<file path="config.mk">
export PLATFORM = sky130hd
export DESIGN_NAME = i2cw_slave
export DESIGN_NICKNAME = d
export VERILOG_FILES = /design/src/rtl/i2cw_pkg.sv /design/src/rtl/i2cw_sync.sv /design/src/rtl/i2cw_addr_ptr.sv /design/src/rtl/i2cw_link.sv /design/src/rtl/i2cw_slave.sv
export SDC_FILE = /design/constraint.sdc
export NUM_CORES = 1
export LEC_CHECK = 0
export BUFFER_PORTS_ARGS = -buffer_cell sky130_fd_sc_hd__buf_2
export CORE_ASPECT_RATIO = 0.7
export CORE_MARGIN = 3
export CORE_UTILIZATION = 59
export DETAILED_ROUTE_END_ITERATION = 6
export PLACE_DENSITY_LB_ADDON = 0.08
export SYNTH_ARGS = -nofsm -noshare
export SYNTH_HDL_FRONTEND = slang
export SYNTH_SLANG_ARGS = --single-unit
</file>
<file path="constraint.sdc">
create_clock -name clk -period 2.47 [get_ports clk]
set_input_delay 0.494 -clock clk [delete_from_list [all_inputs] [get_ports clk]]
set_output_delay 0.494 -clock clk [all_outputs]
set_load 0.02 [all_outputs]
</file>
<file path="src/rtl/i2cw_pkg.sv">
package i2cw_pkg;

  localparam int BYTE_W = 8;

  // Register space landmarks; the stepping and decode behaviour depends on these.
  localparam logic [BYTE_W-1:0] CTRL_LOC    = 8'h00;
  localparam logic [BYTE_W-1:0] IRQ_LOC     = 8'h01;
  localparam logic [BYTE_W-1:0] WIN_A_FIRST = 8'h02;
  localparam logic [BYTE_W-1:0] WIN_A_STOP  = 8'h0F;
  localparam logic [BYTE_W-1:0] WIN_B_FIRST = 8'h11;
  localparam logic [BYTE_W-1:0] WIN_B_STOP  = 8'h31;

  typedef enum logic [3:0] {
    LK_IDLE,
    LK_DEV,
    LK_DEV_ACK,
    LK_WADDR,
    LK_WADDR_ACK,
    LK_WDATA,
    LK_WDATA_ACK,
    LK_RDATA,
    LK_RACK
  } link_state_t;

  // Address lies in a window and below that window's stop value.
  function automatic logic addr_steps(input logic [BYTE_W-1:0] a);
    return ((a >= WIN_A_FIRST) && (a < WIN_A_STOP)) ||
           ((a >= WIN_B_FIRST) && (a < WIN_B_STOP));
  endfunction

  function automatic logic addr_readable(input logic [BYTE_W-1:0] a);
    return (a == CTRL_LOC) ||
           ((a >= WIN_A_FIRST) && (a <= WIN_A_STOP)) ||
           ((a >= WIN_B_FIRST) && (a <= WIN_B_STOP));
  endfunction

  function automatic logic addr_writable(input logic [BYTE_W-1:0] a);
    return (a == CTRL_LOC) || (a == IRQ_LOC);
  endfunction

endpackage

</file>
<file path="src/rtl/i2cw_sync.sv">
module i2cw_sync #(
  parameter int STAGES = 2
) (
  input  logic clk,
  input  logic rst_n,
  input  logic din,
  output logic lvl,
  output logic rise,
  output logic fall
);
  // STAGES synchronizer flops plus one history flop for edge detection.
  logic [STAGES:0] pipe;

  always_ff @(posedge clk or negedge rst_n) begin
    if (!rst_n) pipe <= '1;
    else        pipe <= {pipe[STAGES-1:0], din};
  end

  assign lvl  = pipe[STAGES-1];
  assign rise = pipe[STAGES-1] & ~pipe[STAGES];
  assign fall = ~pipe[STAGES-1] & pipe[STAGES];
endmodule

</file>
<file path="src/rtl/i2cw_addr_ptr.sv">
module i2cw_addr_ptr
  import i2cw_pkg::*;
(
  input  logic              clk,
  input  logic              rst_n,
  input  logic              load,
  input  logic [BYTE_W-1:0] load_val,
  input  logic              step,
  output logic [BYTE_W-1:0] addr
);
  always_ff @(posedge clk or negedge rst_n) begin
    if (!rst_n)                          addr <= '0;
    else if (load)                       addr <= load_val;
    else if (step && addr_steps(addr))   addr <= addr + 1'b1;
  end
endmodule

</file>
<file path="src/rtl/i2cw_link.sv">
module i2cw_link
  import i2cw_pkg::*;
(
  input  logic              clk,
  input  logic              rst_n,
  input  logic              scl_rise,
  input  logic              scl_fall,
  input  logic              sda_lvl,
  input  logic              start_det,
  input  logic              stop_det,
  input  logic [6:0]        dev_id,
  input  logic [BYTE_W-1:0] cur_addr,
  input  logic [BYTE_W-1:0] rd_byte,
  output logic              sda_oe,
  output logic              addr_load,
  output logic [BYTE_W-1:0] addr_val,
  output logic              addr_step,
  output logic              wr_valid,
  output logic [BYTE_W-1:0] wr_data,
  output logic              status_rd
);
  localparam int CNT_W = $clog2(BYTE_W + 1);
  localparam logic [CNT_W-1:0] LAST_BIT = CNT_W'(BYTE_W);

  link_state_t       st;
  logic [CNT_W-1:0]  cnt;
  logic [BYTE_W-1:0] rx_sh;
  logic [BYTE_W-1:0] tx_sh;
  logic              rw;
  logic              host_ack;

  always_ff @(posedge clk or negedge rst_n) begin
    if (!rst_n) begin
      st        <= LK_IDLE;
      cnt       <= '0;
      rx_sh     <= '0;
      tx_sh     <= '0;
      rw        <= 1'b0;
      host_ack  <= 1'b0;
      sda_oe    <= 1'b0;
      addr_load <= 1'b0;
      addr_val  <= '0;
      addr_step <= 1'b0;
      wr_valid  <= 1'b0;
      wr_data   <= '0;
      status_rd <= 1'b0;
    end else begin
      addr_load <= 1'b0;
      addr_step <= 1'b0;
      wr_valid  <= 1'b0;
      status_rd <= 1'b0;
      if (start_det) begin
        st     <= LK_DEV;
        cnt    <= '0;
        sda_oe <= 1'b0;
      end else if (stop_det) begin
        st     <= LK_IDLE;
        sda_oe <= 1'b0;
      end else begin
        unique case (st)
          LK_DEV, LK_WADDR, LK_WDATA: begin
            if (scl_rise) begin
              rx_sh <= {rx_sh[BYTE_W-2:0], sda_lvl};
              cnt   <= cnt + 1'b1;
            end else if (scl_fall && cnt == LAST_BIT) begin
              cnt <= '0;
              if (st == LK_DEV) begin
                if (rx_sh[BYTE_W-1:1] == dev_id) begin
                  rw     <= rx_sh[0];
                  sda_oe <= 1'b1;
                  st     <= LK_DEV_ACK;
                end else begin
                  st <= LK_IDLE;
                end
              end else if (st == LK_WADDR) begin
                addr_load <= 1'b1;
                addr_val  <= rx_sh;
                sda_oe    <= 1'b1;
                st        <= LK_WADDR_ACK;
              end else begin
                wr_valid <= addr_writable(cur_addr);
                wr_data  <= rx_sh;
                sda_oe   <= 1'b1;
                st       <= LK_WDATA_ACK;
              end
            end
          end
          LK_DEV_ACK: begin
            if (scl_fall) begin
              cnt <= '0;
              if (rw) begin
                tx_sh  <= {rd_byte[BYTE_W-2:0], 1'b0};
                sda_oe <= ~rd_byte[BYTE_W-1];
                st     <= LK_RDATA;
              end else begin
                sda_oe <= 1'b0;
                st     <= LK_WADDR;
              end
            end
          end
          LK_WADDR_ACK: begin
            if (scl_fall) begin
              sda_oe <= 1'b0;
              cnt    <= '0;
              st     <= LK_WDATA;
            end
          end
          LK_WDATA_ACK: begin
            if (scl_fall) begin
              sda_oe    <= 1'b0;
              addr_step <= 1'b1;
              cnt       <= '0;
              st        <= LK_WDATA;
            end
          end
          LK_RDATA: begin
            if (scl_rise) begin
              cnt <= cnt + 1'b1;
            end else if (scl_fall) begin
              if (cnt == LAST_BIT) begin
                sda_oe <= 1'b0;
                st     <= LK_RACK;
              end else begin
                sda_oe <= ~tx_sh[BYTE_W-1];
                tx_sh  <= {tx_sh[BYTE_W-2:0], 1'b0};
              end
            end
          end
          LK_RACK: begin
            if (scl_rise) begin
              host_ack  <= ~sda_lvl;
              addr_step <= ~sda_lvl;
              status_rd <= (cur_addr == CTRL_LOC);
            end else if (scl_fall) begin
              cnt <= '0;
              if (host_ack) begin
                tx_sh  <= {rd_byte[BYTE_W-2:0], 1'b0};
                sda_oe <= ~rd_byte[BYTE_W-1];
                st     <= LK_RDATA;
              end else begin
                st <= LK_IDLE;
              end
            end
          end
          default: ;
        endcase
      end
    end
  end
endmodule

</file>
<file path="src/rtl/i2cw_slave.sv">
module i2cw_slave
  import i2cw_pkg::*;
#(
  parameter logic [6:0] DEV_ID_STRAP_LO = 7'h11,
  parameter logic [6:0] DEV_ID_STRAP_HI = 7'h10,
  parameter int         SYNC_DEPTH      = 2
) (
  input  logic              clk,
  input  logic              rst_n,
  input  logic              scl_i,
  input  logic              sda_i,
  output logic              sda_oe,
  input  logic              addr_sel,
  output logic [BYTE_W-1:0] reg_addr,
  input  logic [BYTE_W-1:0] rd_data,
  output logic              wr_valid,
  output logic [BYTE_W-1:0] wr_data,
  output logic              status_rd
);
  localparam int NLINES = 2;
  localparam int L_SCL  = 0;
  localparam int L_SDA  = 1;

  logic [NLINES-1:0] pin_in, lvl, rise, fall;
  assign pin_in = {sda_i, scl_i};

  for (genvar g = 0; g < NLINES; g++) begin : g_sync
    i2cw_sync #(.STAGES(SYNC_DEPTH)) u_sync (
      .clk  (clk),
      .rst_n(rst_n),
      .din  (pin_in[g]),
      .lvl  (lvl[g]),
      .rise (rise[g]),
      .fall (fall[g])
    );
  end

  logic start_det, stop_det;
  assign start_det = fall[L_SDA] & lvl[L_SCL];
  assign stop_det  = rise[L_SDA] & lvl[L_SCL];

  logic [6:0]        dev_id;
  logic [BYTE_W-1:0] rd_byte;
  logic              addr_load, addr_step;
  logic [BYTE_W-1:0] addr_val;

  assign dev_id  = addr_sel ? DEV_ID_STRAP_HI : DEV_ID_STRAP_LO;
  assign rd_byte = addr_readable(reg_addr) ? rd_data : '0;

  i2cw_addr_ptr u_ptr (
    .clk     (clk),
    .rst_n   (rst_n),
    .load    (addr_load),
    .load_val(addr_val),
    .step    (addr_step),
    .addr    (reg_addr)
  );

  i2cw_link u_link (
    .clk      (clk),
    .rst_n    (rst_n),
    .scl_rise (rise[L_SCL]),
    .scl_fall (fall[L_SCL]),
    .sda_lvl  (lvl[L_SDA]),
    .start_det(start_det),
    .stop_det (stop_det),
    .dev_id   (dev_id),
    .cur_addr (reg_addr),
    .rd_byte  (rd_byte),
    .sda_oe   (sda_oe),
    .addr_load(addr_load),
    .addr_val (addr_val),
    .addr_step(addr_step),
    .wr_valid (wr_valid),
    .wr_data  (wr_data),
    .status_rd(status_rd)
  );
endmodule

</file>
==> results of run 1 <==
## worst max path at each step
stage                           end  slack (ns)
floorplan           u_link.tx_sh[2]        0.19
global placement    u_link.tx_sh[7]        0.26
detailed placement  u_link.tx_sh[7]        0.21
CTS                 u_link.tx_sh[2]        0.20
global route        u_link.tx_sh[3]        0.09
finish              u_link.tx_sh[2]        0.20
## sequential cells by signal, indices dropped and copies added (netlist names)
name,cells
u_ptr.addr,8
u_link.tx_sh,7
u_link.status_rd,1
u_link.host_ack,1
u_link.addr_step,1
u_link.rw,1
u_link.cnt,4
u_link.rx_sh,8
u_link.wr_valid,1
u_link.st,4
u_link.addr_val,8
u_link.sda_oe,1
g_sync.u_sync.pipe,6
u_link.wr_data,8
u_link.addr_load,1
## placed cells by master (no fill, tap or decap), types with 10 or more instances in the layout
| cell | n |
|---|---|
| dfrtp_1 | 54 |
| nand2_1 | 35 |
| mux2_2 | 34 |
| buf_2 | 31 |
| o21ai_0 | 15 |
| nand3_1 | 12 |
| buf_4 | 12 |
| nor2_1 | 11 |
| inv_1 | 10 |
| clkbuf_8 | 10 |
## per-stage QoR
step	power (mW)	util [%]	hold slack, ns	instance area [um2]	setup slack, ns
5_1_grt	3.511	72.59	0.1569	3586	0.08864
4_1_cts	3.264	72.59	0.1387	3586	0.1985
3_5_place_dp	2.412	68.74	0.3494	3396	0.2073
2_1_floorplan	2.119	-	0.1984	3117	0.1924
6_report	3.255	72.59	0.1289	3586	0.2003
3_3_place_gp	2.389	68.74	0.3475	3396	0.2613
## area by class of cell
type,count,area share [%]
flip-flops and latches,60,42.08
clock buffers,10,3.838
well taps,69,2.408
inverters,10,1.047
clock inverters,5,1.465
multi-input cells,211,41.77
repair buffers,44,7.397
## logic make-up after synthesis
family	Yosys count	share of synthesized area, %
compound gates	59	12.77
xor+xnor	4	1.124
fa+ha+maj	7	2.730
buf+inv	25	3.533
flops	60	48.41
mux	36	12.93
simple gates	105	18.51
## power by group through the flow
stage	clock, mW	sequential, mW	combinational, mW
floorplan	0	1.31	0.809
global placement	0	1.41	0.979
detailed placement	0	1.42	0.996
CTS	0.863	1.40	0.999
global route	0.921	1.44	1.15
finish	0.836	1.41	1.01
## layer usage
layer | part of all wire (%) | vias to the layer above | GRT usage, %
met5 | 0 | - | 0
met4 | 1.3 | 0 | 8.958
met3 | 8.3 | 12 | 5.982
met2 | 40 | 108 | 32.91
met1 | 50 | 1115 | 36.08
li1 | - | 1162 | -
## worst reg2reg max path, delay by kind of cell, from the launching register on
family                   cells  cell delay, ns
flip-flops                   1            0.45
AO/OA/AOI/OAI                1            0.10
adder cells (fa/ha/maj)      1            0.23
buffers and inverters        1            0.11
multiplexers                 1            0.25
AND/OR/NAND/NOR              3            1.01
==> impl_results.html, run 1 <==
<table>
<tr><th>Metric</th><th>Value</th></tr>
<tr><th colspan="2">Timing</th></tr>
<tr><td>Endpoints failing setup</td><td>0</td></tr>
<tr><td>Peak Freq</td><td>440.6 MHz</td></tr>
<tr><td>Final critical-path share of the clock period</td><td>91.89%</td></tr>
<tr><td>Setup Total Neg Slack</td><td>0 ns</td></tr>
<tr><td>Unrepaired setup endpoints after global routing</td><td>false</td></tr>
<tr><td>Remaining max-slew budget at the tightest pin</td><td>58.17%</td></tr>
<tr><td>Final-report max-slew violation count</td><td>0</td></tr>
<tr><td>Least-Margin Pin Slew</td><td>0.6196 ns</td></tr>
<tr><td>Hold violation count in the final report</td><td>0</td></tr>
<tr><td>Final Critical Period</td><td>2.270 ns</td></tr>
<tr><td>Clock Skews</td><td>0.006745 ns</td></tr>
<tr><th colspan="2">Clock network</th></tr>
<tr><td>Number of buffers on the longest clock path</td><td>2</td></tr>
<tr><td>Root Buffer</td><td>clkbuf_8</td></tr>
<tr><td>Post-CTS Resized</td><td>0</td></tr>
<tr><td>TritonCTS Sinks</td><td>60</td></tr>
<tr><td>Clock slew seen by the registers of the worst setup and hold paths</td><td>0.07 ns</td></tr>
<tr><td>Source-to-sink clock delay at the later pin of the worst-skew pair</td><td>0.33 ns</td></tr>
<tr><td>TritonCTS buffer count</td><td>9</td></tr>
<tr><td>Number of hold buffers added after CTS</td><td>0</td></tr>
<tr><td>CTS tree</td><td>yes</td></tr>
<tr><td>Post-CTS Setup Inserts</td><td>0</td></tr>
<tr><td>Maximum level of the CTS H-tree</td><td>3</td></tr>
<tr><th colspan="2">Logic synthesis</th></tr>
<tr><td>Synth Instances</td><td>296</td></tr>
<tr><td>Primary FF master, synth</td><td>dfrtp_1</td></tr>
<tr><td>Leading cell types by count after synthesis</td><td>dfrtp_1 (54), nand2_1 (35), mux2_2 (34), o21ai_0 (15), nand3_1 (12)</td></tr>
<tr><td>Asr flop ratio synth</td><td>100.0%</td></tr>
<tr><td>Dominant cells by area after synthesis</td><td>dfrtp_1 (43%), mux2_2 (12%), dfstp_2 (5.1%), nand2_1 (4.2%), ha_1 (2.4%)</td></tr>
<tr><td>Post-synthesis net count</td><td>315</td></tr>
<tr><td>Seq/Total Area, Yosys</td><td>48.41%</td></tr>
<tr><td>YS warnings</td><td>0</td></tr>
<tr><td>Number of flops mapped to enable cells by yosys</td><td>0</td></tr>
<tr><td>Netlist cell types</td><td>57</td></tr>
<tr><td>Synth top area share</td><td>43.36%</td></tr>
<tr><td>Yosys top cell by area</td><td>dfrtp_1</td></tr>
<tr><td>Cell area after technology mapping</td><td>3117 um2</td></tr>
<tr><td>Flip-flop and latch count after synthesis</td><td>60</td></tr>
<tr><td>Leading cell type by number of instances after synthesis</td><td>dfrtp_1</td></tr>
<tr><td>Syn_area_per_cell</td><td>10.53 um2</td></tr>
<tr><th colspan="2">Power</th></tr>
<tr><td>Max IR drop VDD</td><td>0.0005072 V</td></tr>
<tr><td>Internal power</td><td>2.124 mW</td></tr>
<tr><td>Switching Fraction</td><td>34.75%</td></tr>
<tr><td>Combinational fraction of design power</td><td>31.0%</td></tr>
<tr><td>Psw</td><td>1.131 mW</td></tr>
<tr><td>Share of total power in the clock network</td><td>25.7%</td></tr>
<tr><td>Total power per unit cell area</td><td>907.8 nW/um2</td></tr>
<tr><td>Static power due to leakage</td><td>1.711 nW</td></tr>
<tr><td>Sequential group share of total power</td><td>43.3%</td></tr>
<tr><th colspan="2">Setup path</th></tr>
<tr><td>Reg-to-reg critical path startpoint</td><td>u_ptr.addr[0]</td></tr>
<tr><td>CP endpoint kind</td><td>register</td></tr>
<tr><td>Slowest cell on the critical path</td><td>or4b_4</td></tr>
<tr><td>Number of cells on the critical path</td><td>7</td></tr>
<tr><td>CP Data Required Time</td><td>2.68 ns</td></tr>
<tr><td>Worst setup path category</td><td>reg2reg</td></tr>
<tr><td>Critical Path Start Type</td><td>register</td></tr>
<tr><td>Biggest cell delay along the critical path</td><td>0.49 ns</td></tr>
<tr><td>Crit path cell chain</td><td>inv_1 -&gt; ha_1 -&gt; or4b_4 -&gt; or3b_4 -&gt; nand3_2 -&gt; o21ai_0 -&gt; mux2_2</td></tr>
<tr><td>Critical Path Source</td><td>u_ptr.addr[0]</td></tr>
<tr><td>Worst endpoint data arrival time</td><td>2.48 ns</td></tr>
<tr><td>Path depth of the worst reg2reg path</td><td>7</td></tr>
<tr><td>Minimum setup slack among reg-to-reg paths</td><td>0.20 ns</td></tr>
<tr><td>Top fanout value on the critical path</td><td>7</td></tr>
<tr><td>Crit path max-delay family</td><td>simple AND/OR/NAND/NOR gates</td></tr>
<tr><td>R2r endpoint</td><td>u_link.tx_sh[2]</td></tr>
<tr><td>Buffers &amp; Inverters on Critical Path</td><td>1</td></tr>
<tr><th colspan="2">Place</th></tr>
<tr><td>Global placement routability congestion</td><td>0.9398</td></tr>
<tr><td>Placed wire-length estimate after detailed placement</td><td>4770 um</td></tr>
<tr><td>Placed Cells</td><td>394</td></tr>
<tr><td>Port bufs</td><td>31</td></tr>
<tr><th colspan="2">Route</th></tr>
<tr><td>First drt pass iteration count</td><td>6</td></tr>
<tr><td>Final WL</td><td>6526 um</td></tr>
<tr><td>Wirelength per Cell</td><td>15.96 um</td></tr>
<tr><td>Antenna violation net count after detailed routing</td><td>0</td></tr>
<tr><td>DR vias/cell</td><td>5.861</td></tr>
<tr><td>Number of vias in the routed layout</td><td>2,397</td></tr>
<tr><td>Count of routing violations after the opening detailed-route iteration</td><td>256</td></tr>
<tr><td>Number of remaining DRC errors</td><td>0</td></tr>
<tr><th colspan="2">GRT</th></tr>
<tr><td>All-Layer GR Usage</td><td>23.93%</td></tr>
<tr><td>First-pass GRT wire length</td><td>11,430 um</td></tr>
<tr><td>Via count of the first global-routing pass</td><td>2,330</td></tr>
<tr><td>Number of antenna violations at the first check in global routing</td><td>0</td></tr>
<tr><td>Pin count of the biggest net entering global routing</td><td>41</td></tr>
<tr><td>Overflow after GRT</td><td>0</td></tr>
<tr><th colspan="2">Cells and area</th></tr>
<tr><td>Area of the multi-input gates</td><td>1498 um2</td></tr>
<tr><td># fillers</td><td>389</td></tr>
<tr><td>Antenna diode count</td><td>0</td></tr>
<tr><td>Post-layout instance count excluding filler cells</td><td>409</td></tr>
<tr><td>Ratio of cells with drive above 1 in the final layout</td><td>32.06%</td></tr>
<tr><td>Area of all sequential standard cells</td><td>1509 um2</td></tr>
<tr><td>Post-layout net count</td><td>355</td></tr>
<tr><td>P&amp;R area growth vs syn</td><td>15.05%</td></tr>
<tr><th colspan="2">Floorplan</th></tr>
<tr><td>Number of rows in the core area</td><td>21</td></tr>
<tr><td>Std-Cell Core Area</td><td>4940 um2</td></tr>
<tr><td>Die height</td><td>66.81 um</td></tr>
<tr><td>Width of the die</td><td>92.87 um</td></tr>
<tr><td>Area of the die</td><td>6205 um2</td></tr>
<tr><td>Number of primary I/O pins</td><td>32</td></tr>
<tr><td>Initial core utilization</td><td>63.10%</td></tr>
<tr><th colspan="2">Hold path</th></tr>
<tr><td>Class of the most critical hold timing path</td><td>in2async</td></tr>
<tr><th colspan="2">Flow run</th></tr>
<tr><td>Maxcap violations</td><td>0</td></tr>
<tr><th colspan="2">Run status</th></tr>
<tr><td>Status</td><td>finished clean</td></tr>
</table>
(Power assumes the default switching activity.)
==> inputs of run 2 (changes only) <==
==> constraint.sdc (replaced) <==
create_clock -name clk -period 2.92 [get_ports clk]
set_input_delay 0.584 -clock clk [delete_from_list [all_inputs] [get_ports clk]]
set_output_delay 0.584 -clock clk [all_outputs]
set_load 0.005 [all_outputs]
==> run 2 against run 1 <==
Count of clock-buffer cells in the layout decreased by 1. Highest routed layer unchanged. Combinational power decreased by 14%. Total power decreased by 18%. Largest cell class unchanged. Non-clock buffer count decreased by 7. Clock skew decreased by 0.0022 ns. Largest power group unchanged. Utilization decreased by 1.5 points. Hold slack improved by 0.17 ns. First-iteration DRC count decreased by 17%. Die area unchanged.
==> impl_results.html, run 2 (synthesis gave the netlist of run 1 again) <==
<table>
<tr><th>Metric</th><th>Value</th></tr>
<tr><th colspan="2">Route</th></tr>
<tr><td>Antenna violation net count after detailed routing</td><td>0 (unchanged)</td></tr>
<tr><td>First drt pass iteration count</td><td>5 (was 6)</td></tr>
<tr><td>Number of vias in the routed layout</td><td>2,458 (was 2,397)</td></tr>
<tr><td>Routed length on met2</td><td>2708 um (was 2628 um)</td></tr>
<tr><td>Highest Signal Layer</td><td>met4 (unchanged)</td></tr>
<tr><td>Metal3 WL</td><td>594 um (was 541 um)</td></tr>
<tr><td>Final WL</td><td>6705 um (was 6526 um)</td></tr>
<tr><td>Count of routing violations after the opening detailed-route iteration</td><td>212 (was 256)</td></tr>
<tr><td>Number of remaining DRC errors</td><td>0 (unchanged)</td></tr>
<tr><td>Wirelength per Cell</td><td>16.64 um (was 15.96 um)</td></tr>
<tr><td>Wire length on met1</td><td>3286 um (was 3268 um)</td></tr>
<tr><td>DR vias/cell</td><td>6.099 (was 5.861)</td></tr>
<tr><th colspan="2">Floorplan</th></tr>
<tr><td>Std-Cell Core Area</td><td>4940 um2 (unchanged)</td></tr>
<tr><td>Width of the die</td><td>92.87 um (unchanged)</td></tr>
<tr><td>Die height</td><td>66.81 um (unchanged)</td></tr>
<tr><td>Number of primary I/O pins</td><td>32 (unchanged)</td></tr>
<tr><td>Initial core utilization</td><td>63.10% (unchanged)</td></tr>
<tr><td>Number of rows in the core area</td><td>21 (unchanged)</td></tr>
<tr><td>Area of the die</td><td>6205 um2 (unchanged)</td></tr>
<tr><th colspan="2">GRT</th></tr>
<tr><td>Overflow after GRT</td><td>0 (unchanged)</td></tr>
<tr><td>All-Layer GR Usage</td><td>24.27% (was 23.93%)</td></tr>
<tr><td>Pin count of the biggest net entering global routing</td><td>32 (was 41)</td></tr>
<tr><td>Via count of the first global-routing pass</td><td>2,279 (was 2,330)</td></tr>
<tr><td>First-pass GRT wire length</td><td>11,500 um (was 11,430 um)</td></tr>
<tr><td>Number of antenna violations at the first check in global routing</td><td>0 (unchanged)</td></tr>
<tr><th colspan="2">Setup path</th></tr>
<tr><td>Worst setup path category</td><td>reg2reg (unchanged)</td></tr>
<tr><td>Slowest cell on the critical path</td><td>dfrtp_1 (was or4b_4)</td></tr>
<tr><td>CP endpoint kind</td><td>register (unchanged)</td></tr>
<tr><td>CP Data Required Time</td><td>3.14 ns (was 2.68 ns)</td></tr>
<tr><td>Top fanout value on the critical path</td><td>18 (was 7)</td></tr>
<tr><td>Path depth of the worst reg2reg path</td><td>5 (was 7)</td></tr>
<tr><td>Most frequent cell on the critical path</td><td>o2111ai_1</td></tr>
<tr><td>Critical Path Start Type</td><td>register (unchanged)</td></tr>
<tr><td>Worst endpoint data arrival time</td><td>2.62 ns (was 2.48 ns)</td></tr>
<tr><td>Biggest cell delay along the critical path</td><td>0.70 ns (was 0.49 ns)</td></tr>
<tr><td>Crit path cell chain</td><td>nor4b_1 -&gt; nand2_1 -&gt; o2111ai_1 -&gt; o2111ai_1 -&gt; a32o_2 (was inv_1 -&gt; ha_1 -&gt; or4b_4 -&gt; or3b_4 -&gt; nand3_2 -&gt; o21ai_0 -&gt; mux2_2)</td></tr>
<tr><th colspan="2">Timing</th></tr>
<tr><td>Final-report max-slew violation count</td><td>0 (unchanged)</td></tr>
<tr><td>Final critical-path share of the clock period</td><td>82.17% (was 91.89%)</td></tr>
<tr><td>Least-Margin Pin Slew</td><td>0.7149 ns (was 0.6196 ns)</td></tr>
<tr><td>Peak Freq</td><td>416.8 MHz (was 440.6 MHz)</td></tr>
<tr><td>Remaining max-slew budget at the tightest pin</td><td>52.34% (was 58.17%)</td></tr>
<tr><td>Endpoints failing setup</td><td>0 (unchanged)</td></tr>
<tr><td>Final hold slack</td><td>0.3023 ns (was 0.1289 ns)</td></tr>
<tr><td>Setup Total Neg Slack</td><td>0 ns (unchanged)</td></tr>
<tr><td>Unrepaired setup endpoints after global routing</td><td>false (unchanged)</td></tr>
<tr><td>Final Critical Period</td><td>2.399 ns (was 2.270 ns)</td></tr>
<tr><td>Hold violation count in the final report</td><td>0 (unchanged)</td></tr>
<tr><td>Clock Skews</td><td>0.004594 ns (was 0.006745 ns)</td></tr>
<tr><th colspan="2">Power</th></tr>
<tr><td>Sequential group share of total power</td><td>44.0% (was 43.3%)</td></tr>
<tr><td>Max IR drop VDD</td><td>0.0004032 V (was 0.0005072 V)</td></tr>
<tr><td>Share of total power in the clock network</td><td>23.6% (was 25.7%)</td></tr>
<tr><td>Switching Fraction</td><td>37.10% (was 34.75%)</td></tr>
<tr><td>Internal power</td><td>1.680 mW (was 2.124 mW)</td></tr>
<tr><td>Total power per unit cell area</td><td>760.7 nW/um2 (was 907.8 nW/um2)</td></tr>
<tr><td>Static power due to leakage</td><td>1.663 nW (was 1.711 nW)</td></tr>
<tr><td>Combinational fraction of design power</td><td>32.4% (was 31.0%)</td></tr>
<tr><td>Psw</td><td>991.0 uW (was 1.131 mW)</td></tr>
<tr><th colspan="2">Clock network</th></tr>
<tr><td>Root Buffer</td><td>clkbuf_8 (unchanged)</td></tr>
<tr><td>Number of hold buffers added after CTS</td><td>0 (unchanged)</td></tr>
<tr><td>Clock slew seen by the registers of the worst setup and hold paths</td><td>0.07 ns (about the same)</td></tr>
<tr><td>TritonCTS Sinks</td><td>60 (unchanged)</td></tr>
<tr><td>Post-CTS Setup Inserts</td><td>0 (unchanged)</td></tr>
<tr><td>Post-CTS Resized</td><td>0 (unchanged)</td></tr>
<tr><td>Maximum level of the CTS H-tree</td><td>3 (unchanged)</td></tr>
<tr><td>TritonCTS buffer count</td><td>9 (unchanged)</td></tr>
<tr><td>Number of buffers on the longest clock path</td><td>2 (unchanged)</td></tr>
<tr><td>CTS tree</td><td>yes (unchanged)</td></tr>
<tr><td>Source-to-sink clock delay at the later pin of the worst-skew pair</td><td>0.33 ns (about the same)</td></tr>
<tr><th colspan="2">Cells and area</th></tr>
<tr><td># fillers</td><td>390 (was 389)</td></tr>
<tr><td>P&amp;R area growth vs syn</td><td>12.65% (was 15.05%)</td></tr>
<tr><td>Post-layout net count</td><td>348 (was 355)</td></tr>
<tr><td>Ratio of cells with drive above 1 in the final layout</td><td>30.84% (was 32.06%)</td></tr>
<tr><td>Antenna diode count</td><td>0 (unchanged)</td></tr>
<tr><td>Commonest cells after routing, fill and taps aside</td><td>dfrtp_1 (54), nand2_1 (35), mux2_2 (34) (unchanged)</td></tr>
<tr><td>Area of all sequential standard cells</td><td>1509 um2 (unchanged)</td></tr>
<tr><td>Leading cell type in the layout, fill and taps excluded</td><td>dfrtp_1 (unchanged)</td></tr>
<tr><td>Area of the multi-input gates</td><td>1498 um2 (unchanged)</td></tr>
<tr><th colspan="2">Run status</th></tr>
<tr><td>Status</td><td>finished clean (unchanged)</td></tr>
<tr><th colspan="2">Hold path</th></tr>
<tr><td>Class of the most critical hold timing path</td><td>in2async (unchanged)</td></tr>
<tr><th colspan="2">Place</th></tr>
<tr><td>Placed wire-length estimate after detailed placement</td><td>4869 um (was 4770 um)</td></tr>
<tr><td>Port bufs</td><td>31 (unchanged)</td></tr>
<tr><td>Global placement routability congestion</td><td>0.9169 (was 0.9398)</td></tr>
<tr><th colspan="2">Flow run</th></tr>
<tr><td>Maxcap violations</td><td>0 (unchanged)</td></tr>
</table>
## run 2: final timing paths
path	from	end	slack (ns)
worst max-delay path	u_link.st[3]	u_link.sda_oe	0.52
worst min-delay path	rst_n	u_link.rx_sh[2]	0.30
worst max register to register	u_link.st[3]	u_link.sda_oe	0.52
worst min register to register	g_sync[1].u_sync.pipe[0]	g_sync[1].u_sync.pipe[1]	0.36
max in group asynchronous	rst_n	g_sync[1].u_sync.pipe[2]	1.94
min in group clk	scl_i	g_sync[0].u_sync.pipe[0]	0.34
## run 2: worst max-delay path, delay by kind of cell, from the launching register on
family,cells,cell delay [ns]
simple gates,2,0.76
compound gates,3,0.83
flops,1,0.70
## run 2: power groups by stage
stage / registers [mW] / clock network, mW / logic (mW)
2_1_floorplan: 1.10 / 0 / 0.684
3_3_place_gp: 1.18 / 0 / 0.831
3_5_place_dp: 1.18 / 0 / 0.841
4_1_cts: 1.17 / 0.646 / 0.852
5_1_grt: 1.20 / 0.688 / 0.973
6_report: 1.18 / 0.629 / 0.866
## run 2: final cells by class
| type | count | area share (%) |
|---|---|---|
| Inverter | 10 | 1.069 |
| Sequential cell | 60 | 42.98 |
| Clock buffer | 9 | 3.528 |
| Multi-Input combinational cell | 211 | 42.66 |
| Tap cell | 69 | 2.459 |
| Clock inverter | 7 | 1.247 |
| Timing Repair Buffer | 37 | 6.058 |
## run 2: layer usage
| metal | up-vias | GRT usage (%) |
|---|---|---|
| li1 | 1145 | - |
| met1 | 1180 | 36.50 |
| met2 | 112 | 33.45 |
| met3 | 21 | 7.675 |
| met4 | 0 | 6.581 |
| met5 | - | 0 |
## run 2: through the flow
step | cell area [um2] | utilization [%] | setup WS [ns] | instances | power [mW]
floorplan | 3117 | - | 0.7586 | 296 | 1.784
global placement | 3343 | 67.68 | 0.5776 | 387 | 2.008
detailed placement | 3343 | 67.68 | 0.6132 | 387 | 2.025
CTS | 3511 | 71.07 | 0.6052 | 403 | 2.667
global route | 3511 | 71.07 | 0.3236 | 403 | 2.863
finish | 3511 | 71.07 | 0.5207 | 403 | 2.671
